--- config.mk ---
export PLATFORM = sky130hd
export DESIGN_NAME = prog_access_seq
export DESIGN_NICKNAME = d
export VERILOG_FILES = /design/src/rtl/prog_access_pkg.sv /design/src/rtl/prog_op_decode.sv /design/src/rtl/prog_ptr_reg.sv /design/src/rtl/prog_key_capture.sv /design/src/rtl/prog_access_seq.sv
export SDC_FILE = /design/constraint.sdc
export NUM_CORES = 1
export LEC_CHECK = 0
export ABC_CLOCK_PERIOD_IN_PS = 3630
export CORE_UTILIZATION = 50
export DETAILED_ROUTE_END_ITERATION = 8
export DONT_BUFFER_PORTS = 1
export PLACE_DENSITY = 0.77
export SYNTH_ARGS = -nofsm -noshare
export SYNTH_HDL_FRONTEND = slang
export SYNTH_HIERARCHICAL = 1
export SYNTH_SLANG_ARGS = --single-unit
--- constraint.sdc ---
create_clock -name clk -period 3.63 [get_ports clk]
set_input_delay 0.5445 -clock clk [delete_from_list [all_inputs] [get_ports clk]]
set_output_delay 0.5445 -clock clk [all_outputs]
set_load 0.005 [all_outputs]
--- src/rtl/prog_access_pkg.sv ---
package prog_access_pkg;

  typedef enum logic [2:0] {
    ST_IDLE,
    ST_READ,
    ST_WDATA,
    ST_KEY,
    ST_ERR
  } seq_state_e;

  typedef enum logic [3:0] {
    OP_LD_IND,
    OP_ST_IND,
    OP_ST_PTR,
    OP_IO_IN,
    OP_IO_OUT,
    OP_CS_LD,
    OP_CS_ST,
    OP_KEY,
    OP_BAD
  } op_kind_e;

  typedef enum logic [1:0] {
    SP_DATA = 2'd0,
    SP_IO   = 2'd1,
    SP_CS   = 2'd2
  } space_e;

  typedef struct packed {
    op_kind_e    kind;
    logic        post_inc;
    logic        ptr_hi;
    logic [5:0]  daddr;
  } op_dec_t;

endpackage

--- src/rtl/prog_op_decode.sv ---
module prog_op_decode
  import prog_access_pkg::*;
(
  input  logic [7:0] opcode,
  output op_dec_t    dec
);

  always_comb begin
    dec          = '0;
    dec.kind     = OP_BAD;
    dec.daddr    = {opcode[6:5], opcode[3:0]};
    if (opcode[4]) begin
      // bit 4 set marks the I/O pair; bit 7 chooses direction
      dec.kind = opcode[7] ? OP_IO_OUT : OP_IO_IN;
    end else begin
      case (opcode)
        8'h20, 8'h24: begin
          dec.kind     = OP_LD_IND;
          dec.post_inc = opcode[2];
        end
        8'h60, 8'h64: begin
          dec.kind     = OP_ST_IND;
          dec.post_inc = opcode[2];
        end
        8'h68, 8'h69: begin
          dec.kind   = OP_ST_PTR;
          dec.ptr_hi = opcode[0];
        end
        8'hE0: dec.kind = OP_KEY;
        default: begin
          if (opcode[7:4] == 4'h8) begin
            dec.kind  = OP_CS_LD;
            dec.daddr = {2'b00, opcode[3:0]};
          end else if (opcode[7:4] == 4'hC) begin
            dec.kind  = OP_CS_ST;
            dec.daddr = {2'b00, opcode[3:0]};
          end
        end
      endcase
    end
  end

endmodule

--- src/rtl/prog_ptr_reg.sv ---
module prog_ptr_reg #(
  parameter int PTR_W = 16
) (
  input  logic                      clk,
  input  logic                      rst_n,
  input  logic                      wr_en,
  input  logic [$clog2(PTR_W/8)-1:0] wr_lane,
  input  logic [7:0]                wr_data,
  input  logic                      inc_en,
  output logic [PTR_W-1:0]          ptr
);

  localparam int NLANES = PTR_W / 8;
  localparam int LANE_W = $clog2(NLANES);

  logic [PTR_W-1:0] ptr_q, ptr_d;

  always_comb begin
    ptr_d = ptr_q;
    if (inc_en) ptr_d = ptr_q + PTR_W'(1);
    for (int g = 0; g < NLANES; g++) begin
      if (wr_en && (wr_lane == LANE_W'(g))) ptr_d[g*8 +: 8] = wr_data;
    end
  end

  always_ff @(posedge clk or negedge rst_n) begin
    if (!rst_n)                ptr_q <= '0;
    else if (wr_en || inc_en)  ptr_q <= ptr_d;
  end

  assign ptr = ptr_q;

  AST_PTR_INC: assert property (@(posedge clk) disable iff (!rst_n)
    (inc_en && !wr_en) |=> (ptr_q == $past(ptr_q) + PTR_W'(1)));

endmodule

--- src/rtl/prog_key_capture.sv ---
module prog_key_capture #(
  parameter int KEY_BYTES = 8
) (
  input  logic                     clk,
  input  logic                     rst_n,
  input  logic                     clr,
  input  logic                     byte_en,
  input  logic [7:0]               byte_in,
  output logic                     last_byte,
  output logic [KEY_BYTES*8-1:0]   key,
  output logic                     key_valid
);

  localparam int KEY_W = KEY_BYTES * 8;
  localparam int CNT_W = (KEY_BYTES > 1) ? $clog2(KEY_BYTES) : 1;

  logic [KEY_W-1:0] key_q, key_d;
  logic [CNT_W-1:0] cnt_q, cnt_d;
  logic             kv_q, kv_d;

  assign last_byte = (cnt_q == CNT_W'(KEY_BYTES - 1));

  always_comb begin
    key_d = key_q;
    cnt_d = cnt_q;
    kv_d  = 1'b0;
    if (clr) begin
      cnt_d = '0;
    end else if (byte_en) begin
      key_d = {byte_in, key_q[KEY_W-1:8]};
      cnt_d = last_byte ? '0 : cnt_q + CNT_W'(1);
      kv_d  = last_byte;
    end
  end

  always_ff @(posedge clk or negedge rst_n) begin
    if (!rst_n) begin
      key_q <= '0;
      cnt_q <= '0;
      kv_q  <= 1'b0;
    end else begin
      if (byte_en && !clr) key_q <= key_d;
      if (byte_en || clr)  cnt_q <= cnt_d;
      kv_q <= kv_d;
    end
  end

  assign key       = key_q;
  assign key_valid = kv_q;

  AST_KEY_WRAP: assert property (@(posedge clk) disable iff (!rst_n)
    kv_q |-> (cnt_q == '0));

endmodule

--- src/rtl/prog_access_seq.sv ---
module prog_access_seq
  import prog_access_pkg::*;
#(
  parameter int PTR_W     = 16,
  parameter int KEY_BYTES = 8
) (
  input  logic                   clk,
  input  logic                   rst_n,
  input  logic                   rx_valid,
  input  logic [7:0]             rx_byte,
  input  logic                   rx_parity_err,
  input  logic                   rx_frame_err,
  input  logic                   rx_break,
  input  logic                   tx_collision,
  output logic                   tx_valid,
  output logic [7:0]             tx_byte,
  output logic                   bus_rd,
  output logic                   bus_wr,
  output logic [1:0]             bus_space,
  output logic [PTR_W-1:0]       bus_addr,
  output logic [7:0]             bus_wdata,
  input  logic [7:0]             bus_rdata,
  output logic [KEY_BYTES*8-1:0] key_out,
  output logic                   key_valid,
  output logic                   err_state
);

  localparam int LANE_W = $clog2(PTR_W / 8);

  // reset: asserted asynchronously, released on the clock
  logic [1:0] rst_sync_q;
  logic       rst_n_s;

  always_ff @(posedge clk or negedge rst_n) begin
    if (!rst_n) rst_sync_q <= 2'b00;
    else        rst_sync_q <= {rst_sync_q[0], 1'b1};
  end
  assign rst_n_s = rst_sync_q[1];

  seq_state_e state_q, state_d;
  op_dec_t    op_q, op_d, dec;
  logic       tx_valid_q, tx_valid_d;
  logic [7:0] tx_byte_q, tx_byte_d;
  logic       ptr_wr, ptr_inc, key_en, key_clr, key_last;
  logic       rd_c, wr_c;
  logic       exc_err;
  space_e     space_c;
  logic [PTR_W-1:0] ptr;

  prog_op_decode u_dec (
    .opcode (rx_byte),
    .dec    (dec)
  );

  prog_ptr_reg #(.PTR_W(PTR_W)) u_ptr (
    .clk     (clk),
    .rst_n   (rst_n_s),
    .wr_en   (ptr_wr),
    .wr_lane (LANE_W'(op_q.ptr_hi)),
    .wr_data (rx_byte),
    .inc_en  (ptr_inc),
    .ptr     (ptr)
  );

  prog_key_capture #(.KEY_BYTES(KEY_BYTES)) u_key (
    .clk       (clk),
    .rst_n     (rst_n_s),
    .clr       (key_clr),
    .byte_en   (key_en),
    .byte_in   (rx_byte),
    .last_byte (key_last),
    .key       (key_out),
    .key_valid (key_valid)
  );

  assign exc_err = rx_parity_err | rx_frame_err | tx_collision;

  always_comb begin
    case (op_q.kind)
      OP_IO_IN, OP_IO_OUT: space_c = SP_IO;
      OP_CS_LD, OP_CS_ST:  space_c = SP_CS;
      default:             space_c = SP_DATA;
    endcase
  end

  always_comb begin
    state_d    = state_q;
    op_d       = op_q;
    tx_valid_d = 1'b0;
    tx_byte_d  = tx_byte_q;
    ptr_wr     = 1'b0;
    ptr_inc    = 1'b0;
    key_en     = 1'b0;
    key_clr    = 1'b0;
    rd_c       = 1'b0;
    wr_c       = 1'b0;
    if (rx_break) begin
      state_d = ST_IDLE;
      key_clr = 1'b1;
    end else if (exc_err) begin
      state_d = ST_ERR;
      key_clr = 1'b1;
    end else begin
      case (state_q)
        ST_IDLE: begin
          if (rx_valid) begin
            op_d = dec;
            case (dec.kind)
              OP_LD_IND, OP_IO_IN, OP_CS_LD:            state_d = ST_READ;
              OP_ST_IND, OP_ST_PTR, OP_IO_OUT, OP_CS_ST: state_d = ST_WDATA;
              OP_KEY: begin
                state_d = ST_KEY;
                key_clr = 1'b1;
              end
              default: state_d = ST_ERR;
            endcase
          end
        end
        ST_READ: begin
          rd_c       = 1'b1;
          tx_valid_d = 1'b1;
          tx_byte_d  = bus_rdata;
          ptr_inc    = (op_q.kind == OP_LD_IND) && op_q.post_inc;
          state_d    = ST_IDLE;
        end
        ST_WDATA: begin
          if (rx_valid) begin
            if (op_q.kind == OP_ST_PTR) ptr_wr = 1'b1;
            else                        wr_c   = 1'b1;
            ptr_inc = (op_q.kind == OP_ST_IND) && op_q.post_inc;
            state_d = ST_IDLE;
          end
        end
        ST_KEY: begin
          if (rx_valid) begin
            key_en = 1'b1;
            if (key_last) state_d = ST_IDLE;
          end
        end
        default: state_d = ST_ERR;
      endcase
    end
  end

  always_ff @(posedge clk or negedge rst_n_s) begin
    if (!rst_n_s) begin
      state_q    <= ST_IDLE;
      op_q       <= '0;
      tx_valid_q <= 1'b0;
      tx_byte_q  <= '0;
    end else begin
      state_q    <= state_d;
      op_q       <= op_d;
      tx_valid_q <= tx_valid_d;
      if (tx_valid_d) tx_byte_q <= tx_byte_d;
    end
  end

  assign tx_valid  = tx_valid_q;
  assign tx_byte   = tx_byte_q;
  assign bus_rd    = rd_c;
  assign bus_wr    = wr_c;
  assign bus_space = space_c;
  assign bus_addr  = (space_c == SP_DATA) ? ptr : PTR_W'(op_q.daddr);
  assign bus_wdata = rx_byte;
  assign err_state = (state_q == ST_ERR);

  AST_ERR_STICKY: assert property (@(posedge clk) disable iff (!rst_n_s)
    (err_state && !rx_break) |=> err_state);
  AST_NO_STROBE_IN_ERR: assert property (@(posedge clk) disable iff (!rst_n_s)
    err_state |-> (!bus_rd && !bus_wr));
  AST_BREAK_TO_IDLE: assert property (@(posedge clk) disable iff (!rst_n_s)
    rx_break |=> (state_q == ST_IDLE));
  AST_FAULT_TO_ERR: assert property (@(posedge clk) disable iff (!rst_n_s)
    (exc_err && !rx_break) |=> err_state);
  AST_FAULT_NO_TX: assert property (@(posedge clk) disable iff (!rst_n_s)
    exc_err |=> !tx_valid);
  AST_READ_RETURNS: assert property (@(posedge clk) disable iff (!rst_n_s)
    bus_rd |=> (tx_valid && tx_byte == $past(bus_rdata)));

endmodule

==> results, run 1 <==
- In this run the cell area of the synthesized design comes to 5350 um2.
- The final clock skew is 0.01065 ns.
- STA classifies the critical path endpoint as a register.
- After synthesis the netlist holds a flip-flop and latch count of 110.
- Setup slack closes at 0.8738 ns.
- Data on the critical path is required at its endpoint by 3.88 ns.
- Entering global routing, the biggest net connects 76 pins.
- The number of global-route vias before repair is 3210.
- Counting distinct cell types in the post-synthesis netlist gives 56.
- The initial antenna violation count is 0.
- The clock-pin slew on the worst setup and hold paths is 0.09 ns.
- The type of the worst setup path is input port to register.
- In this run the worst path has a maximum fanout of 11.
- Dividing the final minimum period by the clock period gives 75.93%.
- The most common cell after layout, fill and taps aside is dfrtp_1.
- The vertical extent of the die is 105.4 um.
- Once the floorplan was initialized, standard cells occupied 51.59% of the core.
- The worst hold path belongs to the class input port to register.
- The first-pass GRT wire length is 17100 um.
- After detailed routing, the number of remaining DRC violations is 0.
- The data arrival time of the worst path is 3.01 ns.
- The synthesized net count is 430.
- Counting the buffers created by CTS gives 9.
- After detailed placement, the design holds a cell count of 517.
- The synthesis-to-layout area growth is 4.467%.
- The floorplan step defined a core boundary enclosing 10370 um2.
- In this run the post-CTS setup repair buffer count came out at 0.
- The floorplan row count is 37.
- The max-slew violation count is 0.
- The detailed router placed 3090 vias in this run.
- Once detail routing completed, the nets flagged for antenna violations numbered 0.
- For this run, asynchronously set or reset flops after synthesis account for 100.0%.
- The count of nets after finishing is 419.
- The mean number of vias per cell is 5.787.
- Static timing analysis puts the maximum clock frequency at 0.3628 GHz.
- The worst IR drop on VDD is 0.3756 mV.
- Dividing total power by cell area gives a power density of 378.1 nW/um2.
- The tightest slew margin relative to the limit is 36.47%.
- The congestion estimate from routability-driven global placement came to 0.8506.
- The post-synthesis area per instance is 13.24 um2.
- At the later pin of the worst-skew pair, clock insertion delay measures 0.37 ns.
- The DRC marker count from the first detailed-route iteration is 159.
- The dominant register cell in the synthesized netlist is dfrtp_1.
- The root cell of the clock tree is clkbuf_8.
- Global routing consumed, over all layers together, 19.85% of the routing resources.
- Setup repair after global routing left no endpoint under its margin.
- The run finished with clean final reports.
- The total setup violations reported at the end of the flow is 0.
- The minimum clock period is 2.756 ns.
- The post-route netlist has 32.16% of its cells at a drive strength greater than 1.
- The footprint of the flip-flops and latches is 2756 um2.
- The accumulated negative setup slack is 0 ns.
- Sequential cells were found to cover 51.45% of the synthesized design area.
- The hold violation total from the final report came to 0.
- The HPWL reported at the end of detailed placement is 7494 um.
- The detailed-route wire length is 10470 um.
- The CTS tree is done.
- The number of hold buffers added after CTS was 1.
- Max-cap violations in this run came to 0.
- The Yosys step of the flow raised 6 warnings.
- The average wire per standard cell is 19.61 um.
- The floorplan step set the die width to 105.4 um.
- The number of top-level pins is 126.
- The leakage dissipation is 2.766 nW.
- The count of cells resized by post-cts repair is 0.
- The die covers 11120 um2.
- The number of diodes added for antenna fixing is 0.
- The post-synthesis instance total is 404.
- The overall power is 2.113 mW.
- At the pin with the least slew margin, the transition time is 0.9529 ns.
- The number of buffer cells added on primary ports is 0.
- The tree built by TritonCTS fans out to 110 sinks.
- The longest clock path from root to sink contains 2 buffers.
- Yosys mapped a number of flops with a built-in enable equal to 0.
- The final non-filler cell total is 534.
- The total overflow reported by the global router is 0.
- The total iterations of the first detailed-routing run is 4.
- The number of levels the H-tree was split into is 3.
- The critical path startpoint category is an input port.
- The area of combinational cells with multiple inputs is 2370 um2.
- In the layout the commonest cells are 109 x dfrtp_1, 49 x mux2_4, 41 x mux2_2.
- The filler cell count in the final layout is 872.
- The worst setup timing slack at the placement stage is 0.4813 ns.
==> layer usage <==
| layer | share of wire [%] | global-route usage, % |
|---|---|---|
| met5 | 0 | 0 |
| met4 | 1.2 | 5.634 |
| met3 | 9.4 | 9.647 |
| met2 | 48 | 32.14 |
| met1 | 41 | 23.35 |
==> flip-flops by register name (all words and copies together) (netlist names) <==
signal and flops:
tx_byte 8, u_ptr/ptr 16, state_q 3, u_key/key 64
op_q 12, u_key/key_valid 1, rst_sync_q 2, u_key/cnt_q 3
tx_valid 1
==> cell usage after synthesis (3+ instances only) <==
cell,n,share of area [%]
and3_1,3,0.35
or3_1,3,0.35
mux2_2,41,8.6
buf_4,14,2.0
mux2i_1,5,0.94
dfrtp_1,110,51
nor4_1,3,0.35
nand2_1,18,1.3
nand3_1,6,0.56
a21oi_1,10,0.94
xnor2_1,3,0.49
nand2b_1,4,0.47
a31oi_1,5,0.58
clkbuf_1,7,0.49
inv_1,7,0.49
o21ai_0,13,1.2
nor2_1,16,1.1
nand4_1,5,0.58
ha_1,3,0.70
buf_6,6,1.3
nor3_1,3,0.28
nor3b_1,3,0.42
and2_1,5,0.58
xor2_1,10,1.6
mux2_4,49,14
nor2b_1,13,1.5
==> through the flow <==
| step | instance area (um2) | hold slack (ns) | util (%) |
|---|---|---|---|
| after floorplan | 5350 | 0.2489 | - |
| after global placement | 5393 | 0.2490 | 52.00 |
| after detailed placement | 5393 | 0.2490 | 52.00 |
| after CTS | 5589 | 0.1976 | 53.90 |
| after global routing | 5589 | 0.1890 | 53.90 |
| final | 5589 | 0.2274 | 53.90 |
==> power breakdown <==
part / internal (mW) / switching [mW]
clock network: 0.294 / 0.403
registers: 1.25 / 0.0425
logic: 0.0631 / 0.0571
total: 1.61 / 0.503
==> kinds of logic (layout without fill, tap and decap cells) <==
group,Yosys count,in the layout,share of synthesized area (%)
buf+inv,36,30,4.397
xor+xnor,13,13,2.128
simple gates,106,106,13.07
compound gates,40,40,4.865
flops,110,110,51.45
fa+ha+maj,3,3,0.7017
mux,95,95,23.32
other cells,1,1,0.07009
==> cell type report <==
cell class / instances / area share, %
flip-flops and latches: 110 / 49.32
multi-input cells: 258 / 42.40
well taps: 136 / 3.045
clock buffers: 13 / 2.843
repair buffers: 7 / 1.433
clock inverters: 3 / 0.4925
inverters: 7 / 0.4701
==> critical path, cell delays in order <==
cell	delay (ns)
nor4b_4	0.29
o21ai_1	0.09
nor4b_2	0.18
nor4_1	0.46
inv_1	0.08
o21ai_0	0.41
nand2b_4	0.34
buf_4	0.24
mux2_2	0.35
==> path summary, 6_finish.rpt <==
check                               from       endpoint  slack [ns]  depth (start not counted)
setup / recovery              rx_byte[1]  u_key/key[54]        0.87                          9
hold / removal                  rx_break     state_q[2]        0.23                          1
setup reg to reg              state_q[2]  u_ptr/ptr[13]        1.06                          7
hold reg to reg            rst_sync_q[0]  rst_sync_q[1]        0.38                          0
max in group asynchronous  rst_sync_q[1]     tx_byte[0]        2.31                          1
min in group asynchronous          rst_n  rst_sync_q[1]        0.39                          1
Power figures use the tool's default switching activity.
==> run 2: changes to the inputs <==
- ABC_CLOCK_PERIOD_IN_PS: 3630 -> 2300
- PLACE_DENSITY: 0.77 -> 0.8
- clock period: 3.63 -> 2.3 ns (I/O delays scaled with it)
==> run 2 against run 1 <==
Effect of this change: via count is 1.6% higher; non-clock buffer count is 16 higher; critical path depth shrank 5; register-to-register slack lost 0.95 ns; combinational power grew 96%; cell count up 3.0%; die area is the same; sequential power up 55%; critical path type is now register to output pin.
==> results, run 2 (synthesis gave the netlist of run 1 again) <==
- The leakage dissipation is 2.869 nW (+3.7%).
- The final estimated routing congestion in global placement is 0.8595 (+1.0%).
- The vertical extent of the die was 105.4 um (unchanged).
- The total routing resource utilization after global routing is 19.45% (-0.40 points).
- The hold violation total from the final report is 0 (unchanged).
- Setup repair after global routing left no endpoint under its margin.
- The number of buffers on the longest clock path was 2 (unchanged).
- The overall power was 3.455 mW (+64%).
- The minimum clock period is 2.214 ns.
- The data required time at the worst endpoint is 1.96 ns (-1.92 ns).
- The worst path uses 96.24% of the clock period.
- The total setup violations reported at the end of the flow was 0 (unchanged).
- The data arrival time of the worst path is 1.87 ns (-1.14 ns).
- The root cell of the clock tree is clkbuf_8.
- The worst min-delay path class is input port to register.
- The source-to-sink clock delay at the later pin of the worst-skew pair came to 0.37 ns (about the same).
- The buffering stage count on the worst path with inverters included is 2 (unchanged).
- The detailed-route wire length is 10630 um (+1.5%).
- The number of global-route vias before repair is 3152 (-1.8%).
- The average wire per standard cell was 19.33 um (-1.4%).
- The initial cell density of the core came to 51.59% (unchanged).
- The DRC marker count from the first detailed-route iteration came to 177 (+11%).
- The setup slack of the worst register-to-register path was 0.11 ns (-0.95 ns).
- The number of levels the H-tree was split into was 3 (unchanged).
- The worst-path maximum fanout is 10 (-1).
- The run finished with clean final reports.
- Relative to the synthesized area, the layout overhead comes to 8.302%.
- The number of top-level pins is 126 (unchanged).
- The post-CTS repair timing setup buffer count is 0 (unchanged).
- The HPWL reported at the end of detailed placement came to 7401 um (-1.2%).
- The floorplan row count is 37 (unchanged).
- The clock-pin slew on the worst setup and hold paths was 0.09 ns (about the same).
- The accumulated negative setup slack is 0 ns (unchanged).
- The worst stage delay on the critical path is 0.54 ns (+0.08 ns).
- The initial antenna violation count is 0 (unchanged).
- The number of flip-flops under the largest register name came to 64 (unchanged).
- The net switching power came to 0.8200 mW (+63%).
- The final clock skew is 0.01063 ns (-0.00002240 ns).
- For this run, the top clock speed supported by timing is 0.4518 GHz.
- The count of nets after finishing is 435 (+3.8%).
- The number of antenna-violating nets in the routed design is 0 (unchanged).
- The worst hold margin is 0.03143 ns (-0.1960 ns).
- The mean number of vias per cell is 5.709 (-1.3%).
- The total iterations of the first detailed-routing run is 4 (unchanged).
- The power density over the cells is 596.3 nW/um2 (+58%).
- The type of destination of the critical path is an output pin.
- The critical path goes through or4_4 -> buf_4 -> nor3_4 -> buf_6.
- The summed area of non-filler cells in the final layout was 5794 um2 (+3.7%).
- The number of buffers added by the clock tree synthesis step is 9 (unchanged).
- The number of sinks handled by clock tree synthesis is 110 (unchanged).
- The share of total power in sequential cells is 58.5% (-2.8 points).
- The most common cell after layout, fill and taps aside is dfrtp_1.
- The DRC violation count after routing is 0 (unchanged).
- The worst IR drop on VDD came to 0.4510 mV (+20%).
- The switching share of power is 23.73% (-0.059 points).
- The horizontal extent of the die came to 105.4 um (unchanged).
- The pin count of the biggest net entering global routing is 109 (+43%).
- The tightest slew margin relative to the limit is 62.80% (+26 points).
- The number of maximum-capacitance constraint violations is 0 (unchanged).
- The first-pass GRT wire length is 16870 um (-1.3%).
- In the layout the commonest cells are 108 x dfrtp_1, 49 x mux2_4, 41 x mux2_2.
- The area of the die is 11120 um2 (unchanged).
- TritonCTS built the clock tree.
- The number of diodes added for antenna fixing came to 0 (unchanged).
- The power share of the clock group is 34.7% (+1.7 points).
- The cell type group with the largest total delay on the critical path is simple AND/OR/NAND/NOR gates.
- The proportion of layout cells with a drive suffix above 1 is 36.96% (+4.8 points).
- The total overflow reported by the global router is 0 (unchanged).
- The portion of total power attributed to combinational logic is 6.8% (+1.1 points).
- The via total after detailed routing is 3140 (+1.6%).
- The measured slew at the worst slew-check pin came to 0.5580 ns (-0.3950 ns).
- The worst setup path is launched from a register.
- On the critical path, the stage with the largest delay is an instance of or4_4.
- The cell-internal power is 2.635 mW (+64%).
- The max-slew violation count is 0 (unchanged).
- The type of the worst setup path is register to output pin.
- The number of buffer cells added on primary ports is 0 (unchanged).
- The placed standard-cell area was 5554 um2 (+3.0%).
- The area of the core came to 10370 um2 (unchanged).
-- run 2: repair_timing --
| action | in CTS | in global routing |
|---|---|---|
| resized for setup | 0 | 7 |
| endpoints found under the setup margin | 0 | 32 |
| hold buffers | 1 | 0 |
| endpoints found under the hold margin | 2 | 0 |
-- run 2: worst paths after layout --
kind	endpoint	start	cells past startpoint
min	state_q[2]	rx_break	1
max in group asynchronous	op_q[8]	rst_sync_q[1]	1
min reg2reg	rst_sync_q[1]	rst_sync_q[0]	0
max	bus_rd	state_q[2]	4
min in group asynchronous	rst_sync_q[1]	rst_n	1
max reg2reg	u_ptr/ptr[13]	state_q[2]	7
-- run 2: worst register-to-register path, stage by stage, from the launching register on --
cell and delay, ns:
dfrtp_1 0.40, or4_4 0.54, nor2_1 0.10, and3_1 0.20, and3_4 0.22, nand4_4 0.14, or3_1 0.37, a31oi_1 0.16
-- run 2: metal layers --
layer	GRT usage [%]	routed length [um]	up-vias	part of all wire (%)
met1	24.03	4560	1587	43
met4	5.533	178	0	1.7
met2	31.53	5008	114	47
li1	-	-	1424	-
met5	0	0	-	0
met3	7.669	886	15	8.3
-- run 2: power groups by stage --
| stage | combinational, mW | clock, mW | sequential (mW) |
|---|---|---|---|
| after floorplan | 0.177 | 0 | 2.07 |
| after global placement | 0.225 | 0 | 2.05 |
| after detailed placement | 0.233 | 0 | 2.06 |
| after CTS | 0.237 | 1.24 | 2.02 |
| after global routing | 0.262 | 1.31 | 2.03 |
| final | 0.235 | 1.20 | 2.02 |
-- run 2: area by class of cell --
class,count,area (um2)
Sequential cell,110,2758
Fill cell,844,4576
Clock buffer,10,137.6
Inverter,7,26.28
Tap cell,136,170.2
Clock inverter,6,70.07
Timing Repair Buffer,23,232.7
Multi-Input combinational cell,258,2400
-- run 2: per-stage QoR --
| stage | instances | setup slack (ns) | utilization, % |
|---|---|---|---|
| 2_1_floorplan | 404 | 0.0002696 | - |
| 3_3_place_gp | 533 | 0.01709 | 53.56 |
| 3_5_place_dp | 533 | -0.06219 | 53.56 |
| 4_1_cts | 550 | 0.02960 | 55.66 |
| 5_1_grt | 550 | 0.005350 | 55.88 |
| 6_report | 550 | 0.08650 | 55.88 |
